[src/rtl/dbg_csr_pkg.sv]
`timescale 1ns/1ps
package dbg_csr_pkg;

   localparam logic [11:0] DBG_RANGE_BASE = 12'h7b0;
   localparam logic [11:0] DBG_DCSR_ADDR  = 12'h7b0;
   localparam logic [11:0] DBG_DPC_ADDR   = 12'h7b1;
   localparam logic [11:0] DBG_DATA_ADDR  = 12'h7b2;

   localparam logic [6:0] OPC_BRANCH = 7'b1100011;
   localparam logic [6:0] OPC_JAL    = 7'b1101111;
   localparam logic [6:0] OPC_JALR   = 7'b1100111;
   localparam logic [6:0] OPC_AUIPC  = 7'b0010111;

   localparam logic [31:0] RET_FROM_DEBUG = 32'h7b200073;

   typedef enum logic [2:0] {
      CAUSE_NONE    = 3'd0,
      CAUSE_EBREAK  = 3'd1,
      CAUSE_TRIGGER = 3'd2,
      CAUSE_HALTREQ = 3'd3,
      CAUSE_STEP    = 3'd4
   } halt_cause_e;

   typedef struct packed {
      logic        brk_m;
      logic        step;
      halt_cause_e cause;
   } dctl_state_t;

   function automatic logic [31:0] pack_dcsr(input dctl_state_t s, input logic [3:0] ver);
      logic [31:0] v;
      v        = '0;
      v[31:28] = ver;
      v[15]    = s.brk_m;
      v[11]    = 1'b0;
      v[10]    = 1'b1;
      v[9]     = 1'b1;
      v[8:6]   = s.cause;
      v[4]     = 1'b0;
      v[2]     = s.step;
      v[1:0]   = 2'b11;
      return v;
   endfunction

endpackage

[src/rtl/dbg_instr_guard.sv]
`timescale 1ns/1ps
module dbg_instr_guard
   import dbg_csr_pkg::*;
#(
   parameter int ILEN = 32
) (
   input  logic            dbg_mode,
   input  logic            instr_valid,
   input  logic [ILEN-1:0] instr,
   output logic            instr_illegal
);

   localparam int OPC_W = 7;

   if (ILEN != 32) begin : g_bad_ilen
      $error("dbg_instr_guard: ILEN must be 32");
   end

   logic [OPC_W-1:0] opc;
   logic             pc_observer;
   logic             is_ret;

   assign opc = instr[OPC_W-1:0];

   always_comb begin
      unique case (opc)
         OPC_BRANCH, OPC_JAL, OPC_JALR, OPC_AUIPC: pc_observer = 1'b1;
         default:                                  pc_observer = 1'b0;
      endcase
   end

   assign is_ret        = (instr == RET_FROM_DEBUG);
   assign instr_illegal = instr_valid & ((dbg_mode & pc_observer) | is_ret);

endmodule

[src/rtl/dbg_csr_decode.sv]
`timescale 1ns/1ps
module dbg_csr_decode
   import dbg_csr_pkg::*;
#(
   parameter int XLEN   = 32,
   parameter int ADDR_W = 12
) (
   input  logic              dbg_mode,
   input  logic              csr_en,
   input  logic              csr_wen,
   input  logic [ADDR_W-1:0] csr_addr,
   input  logic [XLEN-1:0]   dcsr_val,
   input  logic [XLEN-1:0]   dpc_val,
   input  logic [XLEN-1:0]   data0_val,
   output logic              dcsr_we,
   output logic              dpc_we,
   output logic              data0_we,
   output logic              illegal,
   output logic [XLEN-1:0]   rdata
);

   localparam int WIN_BITS = 4;

   if (ADDR_W != 12) begin : g_bad_addr
      $error("dbg_csr_decode: ADDR_W must be 12");
   end

   logic in_win, hit_dcsr, hit_dpc, hit_data, known, legal;

   assign in_win   = (csr_addr[ADDR_W-1:WIN_BITS] == DBG_RANGE_BASE[ADDR_W-1:WIN_BITS]);
   assign hit_dcsr = (csr_addr == DBG_DCSR_ADDR);
   assign hit_dpc  = (csr_addr == DBG_DPC_ADDR);
   assign hit_data = (csr_addr == DBG_DATA_ADDR);
   assign known    = hit_dcsr | hit_dpc | hit_data;

   assign illegal  = csr_en & in_win & (~dbg_mode | ~known);
   assign legal    = csr_en & in_win & dbg_mode & known;

   assign dcsr_we  = legal & csr_wen & hit_dcsr;
   assign dpc_we   = legal & csr_wen & hit_dpc;
   assign data0_we = legal & csr_wen & hit_data;

   always_comb begin
      rdata = '0;
      if (legal) begin
         if (hit_dcsr)      rdata = dcsr_val;
         else if (hit_dpc)  rdata = dpc_val;
         else               rdata = data0_val;
      end
   end

endmodule

[src/rtl/dbg_dcsr_regs.sv]
`timescale 1ns/1ps
module dbg_dcsr_regs
   import dbg_csr_pkg::*;
#(
   parameter int XLEN      = 32,
   parameter int IALIGN    = 32,
   parameter int XDEBUGVER = 4
) (
   input  logic            clk,
   input  logic            rst_n,
   input  logic            dcsr_we,
   input  logic            wr_brk_m,
   input  logic            wr_step,
   input  logic            dpc_we,
   input  logic [XLEN-1:0] dpc_wdata,
   input  logic            entry,
   input  logic [2:0]      entry_cause,
   input  logic [XLEN-1:0] entry_pc,
   output logic [XLEN-1:0] dcsr_val,
   output logic [XLEN-1:0] dpc_val
);

   localparam logic [3:0] VER = 4'(XDEBUGVER);

   if (XLEN != 32 && XLEN != 64) begin : g_bad_xlen
      $error("dbg_dcsr_regs: XLEN must be 32 or 64");
   end
   if (XDEBUGVER < 0 || XDEBUGVER > 15) begin : g_bad_ver
      $error("dbg_dcsr_regs: XDEBUGVER must fit in four bits");
   end

   logic [XLEN-1:0] align_mask;

   if (IALIGN == 16) begin : g_align16
      assign align_mask = {{(XLEN-1){1'b1}}, 1'b0};
   end else if (IALIGN == 32) begin : g_align32
      assign align_mask = {{(XLEN-2){1'b1}}, 2'b00};
   end else begin : g_bad_ialign
      $error("dbg_dcsr_regs: IALIGN must be 16 or 32");
      assign align_mask = '0;
   end

   dctl_state_t     st_q;
   logic [XLEN-1:0] dpc_q;

   always_ff @(posedge clk or negedge rst_n) begin
      if (!rst_n) begin
         st_q <= '{brk_m: 1'b0, step: 1'b0, cause: CAUSE_NONE};
      end else if (entry) begin
         st_q.cause <= halt_cause_e'(entry_cause);
      end else if (dcsr_we) begin
         st_q.brk_m <= wr_brk_m;
         st_q.step  <= wr_step;
      end
   end

   always_ff @(posedge clk or negedge rst_n) begin
      if (!rst_n)      dpc_q <= '0;
      else if (entry)  dpc_q <= entry_pc & align_mask;
      else if (dpc_we) dpc_q <= dpc_wdata & align_mask;
   end

   assign dcsr_val = XLEN'(pack_dcsr(st_q, VER));
   assign dpc_val  = dpc_q;


   cause_load_chk: assert property (@(posedge clk) disable iff (!rst_n)
      entry |=> (dcsr_val[8:6] == $past(entry_cause)));


   dpc_entry_chk: assert property (@(posedge clk) disable iff (!rst_n)
      entry |=> (dpc_val == ($past(entry_pc) & align_mask)));


   cause_no_write_chk: assert property (@(posedge clk) disable iff (!rst_n)
      (dcsr_we && !entry) |=> (dcsr_val[8:6] == $past(dcsr_val[8:6])));


   dpc_hold_chk: assert property (@(posedge clk) disable iff (!rst_n)
      (!entry && !dpc_we) |=> $stable(dpc_val));

endmodule

[src/rtl/dbg_csr_guard.sv]
`timescale 1ns/1ps
module dbg_csr_guard
   import dbg_csr_pkg::*;
#(
   parameter int XLEN      = 32,
   parameter int IALIGN    = 32,
   parameter int XDEBUGVER = 4
) (
   input  logic            clk,
   input  logic            rst_n,
   input  logic            dbg_mode,
   input  logic            instr_valid,
   input  logic [31:0]     instr,
   output logic            instr_illegal,
   input  logic            csr_en,
   input  logic            csr_wen,
   input  logic [11:0]     csr_addr,
   input  logic [XLEN-1:0] csr_wdata,
   output logic [XLEN-1:0] csr_rdata,
   output logic            csr_illegal,
   input  logic [XLEN-1:0] data0_rdata,
   output logic            data0_wen,
   output logic [XLEN-1:0] data0_wdata,
   input  logic            dbg_entry,
   input  logic [2:0]      dbg_entry_cause,
   input  logic [XLEN-1:0] dbg_entry_pc
);

   logic            dcsr_we, dpc_we;
   logic [XLEN-1:0] dcsr_val, dpc_val;

   dbg_instr_guard #(.ILEN(32)) guard_i (
      .dbg_mode      (dbg_mode),
      .instr_valid   (instr_valid),
      .instr         (instr),
      .instr_illegal (instr_illegal)
   );

   dbg_csr_decode #(.XLEN(XLEN), .ADDR_W(12)) decode_i (
      .dbg_mode  (dbg_mode),
      .csr_en    (csr_en),
      .csr_wen   (csr_wen),
      .csr_addr  (csr_addr),
      .dcsr_val  (dcsr_val),
      .dpc_val   (dpc_val),
      .data0_val (data0_rdata),
      .dcsr_we   (dcsr_we),
      .dpc_we    (dpc_we),
      .data0_we  (data0_wen),
      .illegal   (csr_illegal),
      .rdata     (csr_rdata)
   );

   dbg_dcsr_regs #(.XLEN(XLEN), .IALIGN(IALIGN), .XDEBUGVER(XDEBUGVER)) regs_i (
      .clk         (clk),
      .rst_n       (rst_n),
      .dcsr_we     (dcsr_we),
      .wr_brk_m    (csr_wdata[15]),
      .wr_step     (csr_wdata[2]),
      .dpc_we      (dpc_we),
      .dpc_wdata   (csr_wdata),
      .entry       (dbg_entry),
      .entry_cause (dbg_entry_cause),
      .entry_pc    (dbg_entry_pc),
      .dcsr_val    (dcsr_val),
      .dpc_val     (dpc_val)
   );

   assign data0_wdata = csr_wdata;


   pc_guard_mode_chk: assert property (@(posedge clk) disable iff (!rst_n)
      (instr_illegal && !dbg_mode) |-> (instr == RET_FROM_DEBUG));


   data_strobe_legal_chk: assert property (@(posedge clk) disable iff (!rst_n)
      data0_wen |-> (!csr_illegal && dbg_mode && csr_en));


   mmode_read_zero_chk: assert property (@(posedge clk) disable iff (!rst_n)
      csr_illegal |-> (csr_rdata == '0 && !data0_wen));


   dcsr_fixed_chk: assert property (@(posedge clk) disable iff (!rst_n)
      (csr_en && dbg_mode && csr_addr == DBG_DCSR_ADDR) |->
         (csr_rdata[31:28] == 4'(XDEBUGVER) && csr_rdata[11:9] == 3'b011 &&
          csr_rdata[4] == 1'b0 && csr_rdata[1:0] == 2'b11));

endmodule

[config.mk]
export PLATFORM = sky130hd
export DESIGN_NAME = dbg_csr_guard
export DESIGN_NICKNAME = d
export VERILOG_FILES = /design/src/rtl/dbg_csr_pkg.sv /design/src/rtl/dbg_instr_guard.sv /design/src/rtl/dbg_csr_decode.sv /design/src/rtl/dbg_dcsr_regs.sv /design/src/rtl/dbg_csr_guard.sv
export SDC_FILE = /design/constraint.sdc
export NUM_CORES = 1
export LEC_CHECK = 0
export BUFFER_PORTS_ARGS = -buffer_cell sky130_fd_sc_hd__clkbuf_2
export CELL_PAD_IN_SITES_DETAIL_PLACEMENT = 1
export CELL_PAD_IN_SITES_GLOBAL_PLACEMENT = 1
export CORE_MARGIN = 2
export CORE_UTILIZATION = 24
export DETAILED_ROUTE_END_ITERATION = 7
export PLACE_DENSITY_LB_ADDON = 0.1
export SYNTH_ARGS = -nofsm -noshare
export SYNTH_HDL_FRONTEND = slang
export SYNTH_SLANG_ARGS = --single-unit
[constraint.sdc]
create_clock -name clk -period 1.1 [get_ports clk]
set_input_delay 0.055 -clock clk [delete_from_list [all_inputs] [get_ports clk]]
set_output_delay 0.055 -clock clk [all_outputs]
set_load 0.02 [all_outputs]
[Word level (Yosys, flattened, before mapping)]
Index checks and enable logic that the tools add are counted.
Storage, ports and cells
  register bits after elaboration: 37
  bits in latches: 0
  RAM bits: 0
  ROM bits: 0
  input port bits: 150
  output and inout bits: 67
  word-level logic and storage cells: 39
  memories: 0
Cells by class
  $add $sub $neg: 0
  $mul: 0
  div/mod/pow operators: 0
  magnitude comparators: 0
  equality and inequality tests: 9
  shift operators: 0
  multiplexer cells: 6
  bitwise gates (word level): 17
  reduce and logical (&&, ||, !) cells: 3
Operators with widths (number)
  $mux W32: 5
  $eq A12 B11 Y1 const B: 3
  $eq A32 B31 Y1 const B: 1
  $eq A7 B7 Y1 const B: 3
  $and A1 B1 Y1: 10
  $eq A8 B7 Y1 const B: 1
  $eq A7 B5 Y1 const B: 1
  $or A1 B1 Y1: 4
  $reduce_or A4 Y1: 1
  $not A1 Y1: 3
  $reduce_and A2 Y1: 1
  $reduce_bool A2 Y1: 1
  $mux W1: 1

[Logic depth before layout (Yosys ltp)]
Gate-level depths: netlist of the first run.
  word-level depth: 8
  mapped depth: 6
  gate-level depth less buffers: 4

[Hierarchy]
A second synthesis of the first run with hierarchy kept.
Unflattened totals
  cells, all modules: 350
  area, all modules: 3266.9 µm²
Modules (own cells, without submodules)
  dbg_dcsr_regs: instances 1, cells each 173, area an instance 1850.5 µm², seq. area each 875.8 µm²
  dbg_csr_decode: instances 1, cells each 128, area an instance 1049.8 µm², seq. area each 0.0 µm²
  dbg_csr_guard: instances 1, cells each 32, area an instance 240.2 µm², seq. area each 0.0 µm²
  dbg_instr_guard: instances 1, cells each 17, area an instance 126.4 µm², seq. area each 0.0 µm²

[Worst setup path before layout of the first run]
Ideal clock, no wire load.
  path type: in2out
  from: input port csr_addr[3]
  to: output port csr_rdata[10]
  arrival: 1.442 ns
  required time: 1.045 ns
  slack: -0.397 ns
  stages on the path: 4
  path buffers: 0
  cell sequence: or2_1 -> nor4_4 -> nor2_1 -> a311oi_1
Between the ends
  word-level cells in the longest chain between the ends: 5
  elaborated cells between the ends (all ways): 9
  those cells by class: 3 x eq/ne; 3 x mux; 3 x bitwise
RTL lines
  from (decl): line dbg_csr_guard.sv:17  | input logic [11:0] csr_addr,
  $eq A12 B11 Y1 (on tied branches): line dbg_csr_decode.sv:31, dbg_csr_decode.sv:32
  $or A1 B1 Y1 (2 in series): line dbg_csr_decode.sv:34  | assign known = hit_dcsr | hit_dpc | hit_data;
  $and A1 B1 Y1: line dbg_csr_decode.sv:37  | assign legal = csr_en & in_win & dbg_mode & known;
  $mux W32 (*): line dbg_csr_decode.sv:45  | if (legal) begin
  to (decl): line dbg_csr_guard.sv:19  | output logic [XLEN-1:0] csr_rdata,
Mark *: on every way between the ends. The rest lies on a longest branch, timed or not.

[Worst setup path in the final report of the first run]
  from: input port csr_addr[2]
  to: output port csr_rdata[8]
Same word-level chain as after synthesis.

==> flow_summary.ini, run 1 <==
[yosys]
ys_types = 35
synth_top_area_share_pct = 31.0
synth.avg_cell_area_um2 = 7.88
synth_seq_cells = 35
syn_area_mm2 = 0.00282
yosysWarnings = 0
yosysTopAreaCell = dfrtp_1
ys.flop_type = dfrtp_1
synthTopCellsByArea = dfrtp_1 31%, a21oi_1 9.6%, a41oi_1 9.3%
syn_inst = 358
synth_enable_flop_cells = 0
synth_seq_area_share_pct = 31.0
syn_nets = 508
ys_async_sr_fraction_pct = 100

[worst_setup_path]
worstPathArrival_ns = 1.45
cp_slowest_stage_delay_ns = 0.27
rrSetupSlack_ns = 0.35
cp_max_fo = 7
critical_path.endpoint_type = output port
critPathKind = input pin to output port
cpLargestDelayFamily = buffers and inverters
cp.buffers_inverters = 5
cp_common_cell = buf_12
critPathLaunchType = input pin
critical_path_required_ns = 1.04
path_cells = buf_8 > or2_4 > nor4_4 > buf_4 > buf_12 > buf_12 > nor2_4 > a211oi_4 > clkbuf_8
worst_path_max_delay_cell = nor4_4

[route]
vias = 3548
wl_um = 12900
drt_iter0_drc = 93
drtAntennaViolNets = 0
firstDrtPassIters = 6
wire_per_inst_um = 18.2
drc = 0
via_per_inst = 5.01

[die]
start_util_pct = 24.6
die_w_um = 112
coreArea_mm2 = 0.0115
die_h_um = 112
fp.dieArea_mm2 = 0.0126
ios = 217
rows = 39

[placed_design]
hpwl_um = 8610
dp_slack_ns = -0.448
portBuffers = 210
gp_congestion = 0.787

[global_routing]
antenna_found_initial = 0
grt_usage_pct = 18.3
grt.overflow.total = 0
grt_pass1_wl_um = 18800
grt_max_degree = 53
first_global_vias = 3687

[timing]
period_needed_ns = 1.50
setup_viol = 65
tns_ns = -16.08
period_share_pct = 137
skew_ns = 0
final-hold-violation-count = 0
fmax_mhz = 665
tightest_slew_ns = 0.438
rsz0062_at_grt = yes
slew-limit-headroom_pct = 70.8
finalMaxSlewViolations = 0
setup_slack_ns = -0.403

[cts]
cts_root_buffer = clkbuf_16
cts_tree = yes
ctsHtreeMaxLevel = 2
cts.clk_slew.worst_paths_ns = 0.06
clk_path_buf_depth = 2
clk_latency_ns = 0.28
cts_made_buffers = 5
cts_sinks = 35

[status]
violations = setup timing
outcome = finished, violations left

[layout]
synthToLayoutAreaGrowth_pct = 89.8
layout.nets = 714
n_antenna_cell = 0
final-seq-area_um2 = 876
n_fill_cell = 1360
mostFrequentLayoutCells = 168 x clkbuf_2, 36 x buf_6, 35 x nand2_1, 35 x buf_4, 35 x dfrtp_1
multi_input_area_mm2 = 0.00215
drive_gt1_share_pct = 61.9
final_common_cell = clkbuf_2

[power_and_ir_drop]
total_power_mw = 4.06
p_per_area_mw_per_mm2 = 758
max-vdd-ir-drop_uv = 672
power.leakage_nw = 2.35

[worst_hold_path]
min_path_type = input pin to flip-flop

[flow_run]
max-cap-violations = 0
[final timing paths]
check	start	end	depth (start not counted)
max	csr_addr[2]	csr_rdata[8]	9
min	dbg_entry_cause[2]	regs_i.dcsr_val[8]	2
max reg2reg	regs_i.dcsr_val[7]	regs_i.dcsr_val[7]	1
min reg2reg	regs_i.dcsr_val[8]	regs_i.dcsr_val[8]	1
max in group asynchronous	rst_n	regs_i.dpc_val[9]	3
min in group asynchronous	rst_n	regs_i.dpc_val[27]	3
[power by group]
group | leakage [nW] | internal (mW) | total, mW | switching [mW]
clock network | 0.0761 | 0.965 | 1.56 | 0.598
logic | 1.88 | 0.478 | 1.04 | 0.558
registers | 0.397 | 1.40 | 1.46 | 0.0632
[metal layers]
layer	vias up	wire length, um	GRT usage [%]
met5	-	0	0
met2	125	6630	34.5
met3	6	666	2.65
met1	1719	5520	22.0
li1	1698	-	-
met4	0	80	3.98
[Yosys cell counts, types with 4 or more instances]
cell type,instances
a21oi_1,54
nand2_1,45
buf_4,35
dfrtp_1,35
o21ai_0,31
a41oi_1,30
nor2b_1,30
clkbuf_1,22
nor2_1,11
buf_2,7
mux2_2,5
mux2i_1,5
nand3_1,5
inv_1,4
nor4b_1,4
[repair_timing]
action | CTS | global route
setup buffers | 1 | 13
cloned | 1 | 8
pin swaps | 3 | 13
hold buffers | 1 | 0
endpoints found under the setup margin | 65 | 67
gates resized for setup | 42 | 126
hold endpoints to repair | 35 | 0
[metrics by stage]
| stage | instances | utilization, % | hold slack (ns) | area [um2] |
|---|---|---|---|---|
| after floorplan | 358 | - | -0.241 | 3200 |
| after global placement | 676 | 37.9 | 0.0495 | 4350 |
| after detailed placement | 676 | 37.9 | 0.0466 | 4350 |
| after CTS | 687 | 40.9 | 0.00933 | 4700 |
| after global routing | 708 | 46.7 | 0.0247 | 5360 |
| final | 708 | 46.7 | 0.0106 | 5360 |
[registers in the layout (all words and copies together) (netlist names)]
register         count
regs_i.dpc_val      30
regs_i.dcsr_val      5
[cells by family (layout without fill, tap and decap cells)]
| family | count (synthesis) | in the layout | share of synthesized area [%] |
|---|---|---|---|
| buffers and inverters | 69 | 276 | 14.4 |
| AOI/OAI and AO/OA | 127 | 127 | 28.1 |
| DFF | 35 | 35 | 31.0 |
| and+or+nand+nor | 117 | 117 | 22.7 |
| muxes | 10 | 10 | 3.77 |
[final cells by class]
type / instances / share of cell area [%]
multi-input cells: 254 / 40.2
repair buffers: 264 / 36.9
flip-flops and latches: 35 / 16.3
well taps: 143 / 3.34
clock buffers: 7 / 2.85
inverters: 4 / 0.280
clock inverters: 1 / 0.140
(Power assumes the default switching activity.)
==> run 2, diff against run 1 <==
--- a/config.mk
+++ b/config.mk
@@ -9,7 +9,7 @@
 export CELL_PAD_IN_SITES_DETAIL_PLACEMENT = 1
 export CELL_PAD_IN_SITES_GLOBAL_PLACEMENT = 1
 export CORE_MARGIN = 2
-export CORE_UTILIZATION = 24
+export CORE_UTILIZATION = 27
 export DETAILED_ROUTE_END_ITERATION = 7
 export PLACE_DENSITY_LB_ADDON = 0.1
 export SYNTH_ARGS = -nofsm -noshare
==> constraint.sdc (replaced) <==
create_clock -name clk -period 1.41 [get_ports clk]
set_input_delay 0.0705 -clock clk [delete_from_list [all_inputs] [get_ports clk]]
set_output_delay 0.0705 -clock clk [all_outputs]
set_load 0.02 [all_outputs]
==> flow_summary.ini, run 2 (same netlist as run 1, synthesis figures left out) <==
[status]
outcome = finished, violations left
violations = setup timing

[worst_setup_path]
path_cells = buf_8 > nor4bb_4 > buf_4 > and3_4 > clkbuf_16 > nand2_4 > a21oi_2 > clkbuf_8
r2r_cells = 1
rrSetupSlack_ns = 0.66
cp_slowest_stage_delay_ns = 0.28
critPathKind = input pin to output port
critical_path.endpoint_type = output port
critPathLaunchType = input pin
worst_path_max_delay_cell = nor4bb_4
r2r_end = regs_i.dcsr_val[8]
cp_max_fo = 7
r2r-start = regs_i.dcsr_val[8]
cpLargestDelayFamily = simple AND/OR/NAND/NOR gates
cp.buffers_inverters = 4
critical_path_required_ns = 1.34
worstPathArrival_ns = 1.42

[timing]
final-hold-violation-count = 0
period_needed_ns = 1.49
setup_slack_ns = -0.0795
setup_viol = 29
fmax_mhz = 671
tightest_slew_ns = 0.377
period_share_pct = 106
slew-limit-headroom_pct = 74.9
rsz0062_at_grt = yes
finalMaxSlewViolations = 0
skew_ns = 0

[die]
die_h_um = 106
rows = 37
die_w_um = 106
fp.dieArea_mm2 = 0.0113
start_util_pct = 27.6
coreArea_mm2 = 0.0102
ios = 217

[worst_hold_path]
whs_endpoint = regs_i.dpc_val[13]
whs_path_depth = 3
hp-start = dbg_entry_pc[13]
min_path_type = input pin to flip-flop

[route]
wl_um = 12400
drc = 0
vias = 3469
firstDrtPassIters = 4
via_per_inst = 5.01
drt_iter0_drc = 109
wire_per_inst_um = 17.9
drtAntennaViolNets = 0

[placed_design]
gp_congestion = 0.756
hpwl_um = 8250
portBuffers = 210
dp_slack_ns = -0.251
dpl.cell_count = 662

[layout]
final_common_cell = clkbuf_2
final_cells = 692
drive_gt1_share_pct = 59.4
largest_reg_flops = 30
n_antenna_cell = 0
synthToLayoutAreaGrowth_pct = 69.8
mostFrequentLayoutCells = 173 x clkbuf_2, 48 x buf_4, 35 x dfrtp_1
n_fill_cell = 1232
layout.nets = 705

[power_and_ir_drop]
max-vdd-ir-drop_uv = 285
p_per_area_mw_per_mm2 = 551
total_power_mw = 2.64
power.leakage_nw = 2.22

[cts]
cts_root_buffer = clkbuf_8
cts_made_buffers = 5
clk_path_buf_depth = 2
cts_tree = yes
ctsHtreeMaxLevel = 2
cts.clk_slew.worst_paths_ns = 0.08
clk_latency_ns = 0.28
cts_sinks = 35

[flow_run]
max-cap-violations = 0

[global_routing]
first_global_vias = 3647
grt_usage_pct = 19.7
grt.overflow.total = 0
grt_max_degree = 53
antenna_found_initial = 0
grt_pass1_wl_um = 18000
## run 2: worst max-delay path by stage
| stage | start | to | slack [ns] | cells after the start |
|---|---|---|---|---|
| 2_1_floorplan | csr_addr[3] | csr_rdata[15] | -0.02 | 5 |
| 3_3_place_gp | csr_addr[3] | regs_i.dcsr_val[15] | -0.21 | 5 |
| 3_5_place_dp | csr_addr[3] | regs_i.dcsr_val[15] | -0.25 | 5 |
| 4_1_cts | csr_addr[3] | csr_rdata[30] | -0.11 | 7 |
| 5_1_grt | csr_addr[2] | csr_rdata[30] | -0.15 | 8 |
| 6_report | csr_addr[11] | csr_rdata[31] | -0.08 | 8 |
## run 2: cell type report
cell class | instances | area [um2] | area share [%]
Timing Repair Buffer | 255 | 1800 | 37.5
Multi-Input combinational cell | 254 | 1850 | 38.6
Inverter | 4 | 15.0 | 0.313
Sequential cell | 35 | 876 | 18.3
Tap cell | 136 | 170 | 3.55
Clock inverter | 2 | 12.5 | 0.261
Clock buffer | 6 | 72.6 | 1.51
## run 2: report_power, final
| part | switching (mW) | internal [mW] |
|---|---|---|
| registers | 0.0545 | 1.09 |
| clock network | 0.403 | 0.346 |
| logic | 0.395 | 0.352 |
## run 2: metrics by stage
stage | TNS [ns] | utilization [%] | area, um2 | hold WS, ns
floorplan | -0.0417 | - | 2860 | -0.225
global placement | -7.27 | 38.8 | 3970 | 0.0619
detailed placement | -7.60 | 38.8 | 3970 | 0.0719
CTS | -1.69 | 41.8 | 4280 | 0.00850
global route | -2.91 | 46.8 | 4790 | 0.00409
finish | -1.09 | 46.8 | 4790 | 0.0209
## run 2: timing repair
item                                    CTS  global route
resized for setup                        36           119
endpoints found under the setup margin   33            44
setup buffers                             7             6
hold buffers                              2             0
gates cloned                              1             6
pin swaps                                 3            32
endpoints found under the hold margin    36             0
## run 2: metal layers
layer  global-route usage (%)  wire (um)
met1                     24.9       5370
met2                     35.4       6290
met3                     2.88        600
met4                     4.42        124
met5                        0          0
